`src/rtl/grp_stat_pkg.sv`:
```
package grp_stat_pkg;

  // Strobes issued by the control decoder to the flag datapath
  typedef struct packed {
    logic flush;     // module disabled: return everything to idle
    logic endSet;    // group completion
    logic endClr;    // any clear source of the ended flag
    logic runSet;    // group start
    logic runClr;    // group completion
    logic frzSet;    // freeze accepted
    logic frzClr;    // resume
    logic contHold;  // continuous mode keeps busy high
    logic cntUp;     // unread count increment
    logic cntDown;   // unread count decrement
  } statStrobe_t;

  localparam int END_BIT   = 0;
  localparam int STOP_BIT  = 1;
  localparam int BUSY_BIT  = 2;
  localparam int EMPTY_BIT = 3;

endpackage

```
`src/rtl/grp_stat_ctrl.sv`:
```
module grp_stat_ctrl
  import grp_stat_pkg::*;
(
  input  logic        clk,
  input  logic        rst_n,
  input  logic        modEnable,
  input  logic        evStart,
  input  logic        evChanDone,
  input  logic        evLastChan,
  input  logic        evFreeze,
  input  logic        evResume,
  input  logic        contMode,
  input  logic        resWrite,
  input  logic        fifoRead,
  input  logic        selWrite,
  input  logic        wrEn,
  input  logic        wrBit0,
  input  logic        runQ,
  input  logic        cntZero,
  input  logic        cntFull,
  output statStrobe_t stb
);

  logic groupDone;
  logic readOk;

  always_comb begin
    groupDone = modEnable && evChanDone && evLastChan;
    readOk    = modEnable && fifoRead && !cntZero;

    stb          = '0;
    stb.flush    = !modEnable;
    stb.endSet   = groupDone;
    stb.endClr   = !modEnable || fifoRead || selWrite || (wrEn && wrBit0);
    stb.runSet   = modEnable && evStart;
    stb.runClr   = groupDone;
    stb.frzClr   = modEnable && evResume;
    stb.frzSet   = modEnable && evFreeze && (runQ || contMode);
    stb.contHold = modEnable && contMode;
    stb.cntDown  = readOk;
    stb.cntUp    = modEnable && resWrite && (!cntFull || readOk);
  end

  // a decrement is never requested at zero
  a_r9_no_underflow: assert property (@(posedge clk) disable iff (!rst_n)
    cntZero |-> !stb.cntDown);

  // an increment at the limit only comes paired with a decrement
  a_r9_no_overflow: assert property (@(posedge clk) disable iff (!rst_n)
    (cntFull && stb.cntUp) |-> stb.cntDown);

endmodule

```
`src/rtl/grp_stat_dp.sv`:
```
module grp_stat_dp
  import grp_stat_pkg::*;
#(
  parameter int DATA_W       = 32,
  parameter int RESULT_DEPTH = 16
) (
  input  logic              clk,
  input  logic              rst_n,
  input  statStrobe_t       stb,
  output logic              runQ,
  output logic              cntZero,
  output logic              cntFull,
  output logic [DATA_W-1:0] rdData
);

  localparam int CNT_W = $clog2(RESULT_DEPTH + 1);
  localparam logic [CNT_W-1:0] CNT_MAX = CNT_W'(RESULT_DEPTH);

  logic             endQ;
  logic             frzQ;
  logic             busyQ;
  logic [CNT_W-1:0] cntQ;
  logic             runNext;
  logic             frzNext;
  logic [CNT_W-1:0] cntNext;

  always_comb begin
    if (stb.flush)        runNext = 1'b0;
    else if (stb.runSet)  runNext = 1'b1;
    else if (stb.runClr)  runNext = 1'b0;
    else                  runNext = runQ;

    if (stb.flush)        frzNext = 1'b0;
    else if (stb.frzClr)  frzNext = 1'b0;
    else if (stb.frzSet)  frzNext = 1'b1;
    else                  frzNext = frzQ;

    if (stb.flush)                      cntNext = '0;
    else if (stb.cntUp && !stb.cntDown) cntNext = cntQ + 1'b1;
    else if (stb.cntDown && !stb.cntUp) cntNext = cntQ - 1'b1;
    else                                cntNext = cntQ;
  end

  always_ff @(posedge clk or negedge rst_n) begin
    if (!rst_n) begin
      runQ  <= 1'b0;
      frzQ  <= 1'b0;
      busyQ <= 1'b0;
      endQ  <= 1'b0;
      cntQ  <= '0;
    end else begin
      runQ  <= runNext;
      frzQ  <= frzNext;
      busyQ <= !stb.flush && (runNext || frzNext || stb.contHold);
      cntQ  <= cntNext;
      if (stb.endSet)      endQ <= 1'b1;
      else if (stb.endClr) endQ <= 1'b0;
    end
  end

  assign cntZero = (cntQ == '0);
  assign cntFull = (cntQ == CNT_MAX);

  always_comb begin
    rdData            = '0;
    rdData[END_BIT]   = endQ;
    rdData[STOP_BIT]  = frzQ;
    rdData[BUSY_BIT]  = busyQ;
    rdData[EMPTY_BIT] = cntZero;
  end

  // a completion is never lost to a clear in the same cycle
  a_r5_set_wins: assert property (@(posedge clk) disable iff (!rst_n)
    stb.endSet |=> endQ);

  // a lone clear source drops the ended flag
  a_r4_end_clears: assert property (@(posedge clk) disable iff (!rst_n)
    (stb.endClr && !stb.endSet) |=> !endQ);

  // a frozen group always reports busy
  a_r7_stop_implies_busy: assert property (@(posedge clk) disable iff (!rst_n)
    frzQ |-> busyQ);

  // continuous mode holds busy
  a_r8_cont_busy: assert property (@(posedge clk) disable iff (!rst_n)
    stb.contHold |=> busyQ);

  // disable returns to the idle word
  a_r10_flush_idle: assert property (@(posedge clk) disable iff (!rst_n)
    stb.flush |=> (cntZero && !busyQ && !frzQ && !endQ));

  // count stays within the result depth
  a_r9_count_range: assert property (@(posedge clk) disable iff (!rst_n)
    cntQ <= CNT_MAX);

endmodule

```
`src/rtl/adc_group_status.sv`:
```
module adc_group_status
  import grp_stat_pkg::*;
#(
  parameter int DATA_W       = 32,
  parameter int RESULT_DEPTH = 16
) (
  input  logic              clk,
  input  logic              rst_n,
  input  logic              modEnable,
  input  logic              evStart,
  input  logic              evChanDone,
  input  logic              evLastChan,
  input  logic              evFreeze,
  input  logic              evResume,
  input  logic              contMode,
  input  logic              resWrite,
  input  logic              fifoRead,
  input  logic              selWrite,
  input  logic              wrEn,
  input  logic [DATA_W-1:0] wrData,
  output logic [DATA_W-1:0] rdData
);

  statStrobe_t stb;
  logic        runQ;
  logic        cntZero;
  logic        cntFull;
  logic        unusedWrHigh;

  // only bit 0 of a write acts; the rest is ignored
  assign unusedWrHigh = ^wrData[DATA_W-1:1];

  grp_stat_ctrl i_ctrl (
    .clk        (clk),
    .rst_n      (rst_n),
    .modEnable  (modEnable),
    .evStart    (evStart),
    .evChanDone (evChanDone),
    .evLastChan (evLastChan),
    .evFreeze   (evFreeze),
    .evResume   (evResume),
    .contMode   (contMode),
    .resWrite   (resWrite),
    .fifoRead   (fifoRead),
    .selWrite   (selWrite),
    .wrEn       (wrEn),
    .wrBit0     (wrData[0]),
    .runQ       (runQ),
    .cntZero    (cntZero),
    .cntFull    (cntFull),
    .stb        (stb)
  );

  grp_stat_dp #(
    .DATA_W       (DATA_W),
    .RESULT_DEPTH (RESULT_DEPTH)
  ) i_dp (
    .clk     (clk),
    .rst_n   (rst_n),
    .stb     (stb),
    .runQ    (runQ),
    .cntZero (cntZero),
    .cntFull (cntFull),
    .rdData  (rdData)
  );

  // reserved bits never read as 1
  a_r1_reserved_zero: assert property (@(posedge clk) disable iff (!rst_n)
    rdData[DATA_W-1:4] == '0);

endmodule

```
`config.mk`:
```
export PLATFORM = sky130hd
export DESIGN_NAME = adc_group_status
export DESIGN_NICKNAME = d
export VERILOG_FILES = /design/src/rtl/grp_stat_pkg.sv /design/src/rtl/grp_stat_ctrl.sv /design/src/rtl/grp_stat_dp.sv /design/src/rtl/adc_group_status.sv
export SDC_FILE = /design/constraint.sdc
export NUM_CORES = 1
export LEC_CHECK = 0
export CAP_MARGIN = 10
export CORE_ASPECT_RATIO = 1.2
export CORE_MARGIN = 2
export CORE_UTILIZATION = 45
export CTS_BUF_LIST = sky130_fd_sc_hd__clkbuf_16
export DETAILED_ROUTE_END_ITERATION = 10
export DONT_BUFFER_PORTS = 1
export SLEW_MARGIN = 5
export SYNTH_ARGS = -nofsm -noshare
export SYNTH_HDL_FRONTEND = slang
export SYNTH_SLANG_ARGS = --single-unit
```
`constraint.sdc`:
```
create_clock -name clk -period 3.4 [get_ports clk]
set_input_delay 0.68 -clock clk [delete_from_list [all_inputs] [get_ports clk]]
set_output_delay 0.68 -clock clk [all_outputs]
set_load 0.005 [all_outputs]
```
==> metrics.md <==
| Metric | Value |
|---|---|
| Yosys cell types | 32 |
| Pleak | 0.4150 nW |
| DRT Wirelength | 1.187 mm |
| Max incr delay on CP | 0.44 ns |
| Via count | 526 |
| Share of cells above drive strength 1 | 7.692% |
| Min cycle time layout | 2.557 ns |
| Most common cell after layout, fill and taps aside | conb_1 |
| Syn-to-layout area delta | -4.651% |
| CTS Buf Count | 3 |
| First DRT Iteration DRCs | 4 |
| Placeable Area | 1829 um2 |
| Req. time, crit path | 3.50 ns |
| F_max | 391.1 MHz |
| Final setup TNS | 0 ns |
| # rows | 17 |
| Drt via density | 4.782 |
| Die height | 51.91 um |
| H-Tree Depth | 1 |
| PnR Total Power | 0.0006789 W |
| Clock sink count | 9 |
| Inserted Diodes | 0 |
| Startpoint type of the worst setup path | flip-flop |
| Routed Antenna Nets | 0 |
| PortBufs | 0 |
| Leading cell types in the layout, fill and taps excluded | conb_1, nand2_1, dfrtp_1 |
| Final Core Density | 44.87% |
| Worst-case clock skew | 0.002143 ns |
| Post-DP HPWL | 925.1 um |
| Mapped Area | 860.8 um2 |
| Clk Tree Root Cell | clkbuf_16 |
| Latest clock arrival within the worst-skew pair | 0.23 ns |
| Final setup violation count | 0 |
| Critical path capture point type | flip-flop |
| Area of the die | 2280 um2 |
| Setup bufs post-CTS | 0 |
| DP Cell Count | 106 |
| # DRC | 0 |
| RSZ-0062 raised after global routing | no |
| CP Max Fanout | 5 |
| Detailed Routing Iterations Pass 1 | 4 |
| Tightest Hold Check Type | in -> async |
| Mapped Cells | 93 |
| FF-to-FF Start | i_dp.cntQ[1] |
| Largest net degree at the start of global routing | 17 |
| Gr usage total | 11.95% |
| Finished Cell Area | 820.8 um2 |
| CP max stage cell | dfrtp_1 |
| Max Transition Viols Final | 0 |
| Max-Cap Viols | 0 |
| Post-CTS sizing | 0 |
| Vias in the first global route | 459 |
| First-pass GRT wire length | 1.994 mm |
| PD cells | 827.2 nW/um2 |
| Post-synth EDFFs | 0 |
| Max VDD drop | 367.8 uV |
| # IOs | 77 |
| Final Wtd Congestion | 0.6889 |
| Chip Width | 43.93 um |
| Worst Setup SP | i_dp.cntQ[1] |
| DR WL/cell | 10.79 um |
| Post-Place Cell Area | 742.0 um2 |
| Sequential fraction of the synthesis area | 26.16% |
| #FFs+latches synth | 9 |
| Antenna violations before repair | 0 |
| TritonCTS clock tree | done |
| Syn Area/Cell | 9.256 um2 |
| Synth warn | 0 |
| Clock slew at reported path FFs | 0.04 ns |
| Kind of critical path | reg -> reg |
| Grt ovf | 0 |
| Fin. Hold Viols | 0 |
| WP buf/inv | 0 |
| Layout Nets | 142 |
| Crit share post-route | 75.20% |
| Crit-path cells | nor4_2 > mux2i_1 > nand3_1 > ha_1 > a21oi_1 > nand2_1 > o2111ai_1 > o211ai_1 |
| Worst Path Arrival | 2.65 ns |
| Starting Density | 47.06% |
| Asr flop ratio synth | 100.0% |
| Non-Filler Instances | 110 |
| Status | finished, final reports clean |
| Cell family with most CP delay | simple AND/OR/NAND/NOR gates |
| Max clock buf depth | 2 |
| Main synth FF type | dfrtp_1 |
| CTS Hold Bufs | 0 |
final cells by class:
type / count / area (um2)
tap: 19 / 23.77
clock inverter: 1 / 3.754
clock buffer: 3 / 75.07
fill: 191 / 1008
sequential: 9 / 225.2
multi-input combinational: 78 / 493.0
path summary, 6_finish.rpt:
kind                                end  slack, ns  cells past startpoint
setup / recovery           i_dp.cntQ[4]       0.84                      8
hold reg to reg               i_dp.endQ       0.55                      2
setup reg to reg           i_dp.cntQ[4]       0.84                      8
min in group clk              i_dp.frzQ       0.54                      1
max in group asynchronous  i_dp.cntQ[2]       3.19                      0
hold / removal                i_dp.runQ       0.14                      0
layer usage:
metal / share of wire (%) / track usage [%]
met3: 7.2 / 5.208
met2: 49 / 17.65
met4: 1.1 / 4.545
met1: 43 / 15.22
met5: 0 / 0
cell families (layout without fill, tap and decap cells):
| kind of cell | Yosys count | count (layout) | synth area share (%) |
|---|---|---|---|
| muxes | 5 | 5 | 5.814 |
| other | 1 | 28 | 0.4356 |
| adders and majority gates | 5 | 5 | 8.140 |
| and+or+nand+nor | 26 | 26 | 17.15 |
| DFF | 9 | 9 | 26.16 |
| xor gates and xnor gates | 1 | 1 | 1.018 |
| AOI/OAI and AO/OA | 13 | 13 | 12.94 |
| buffers and inverters | 33 | 4 | 28.34 |
registers in the layout, summed over array words and instances, names as in the netlist:
signal,flops
i_dp.runQ,1
i_dp.frzQ,1
i_dp.endQ,1
i_dp.cntQ,5
i_dp.busyQ,1
synthesized netlist by cell type (2+ instances only):
| library cell | number | area, um2 |
|---|---|---|
| mux2i_1 | 5 | 50.05 |
| o21ai_0 | 2 | 10.01 |
| buf_4 | 32 | 240.2 |
| nand2b_1 | 3 | 18.77 |
| nand2_1 | 11 | 41.29 |
| ha_1 | 4 | 50.05 |
| a21o_1 | 2 | 15.01 |
| nand3_1 | 2 | 10.01 |
| dfrtp_1 | 9 | 225.2 |
power by group:
part | switching, W | internal, W | total [W]
Sequential | 0.0000461 | 0.000136 | 0.000182
Combinational | 0.000145 | 0.000152 | 0.000297
Clock | 0.0000464 | 0.000153 | 0.000200
through the flow:
step,setup WS (ns),hold WS [ns]
2_1_floorplan,1.066,0.3844
3_3_place_gp,0.8670,0.3846
3_5_place_dp,0.8139,0.3846
4_1_cts,0.8162,0.1411
5_1_grt,0.6069,0.1343
6_report,0.8433,0.1448
Power figures use the tool's default switching activity.
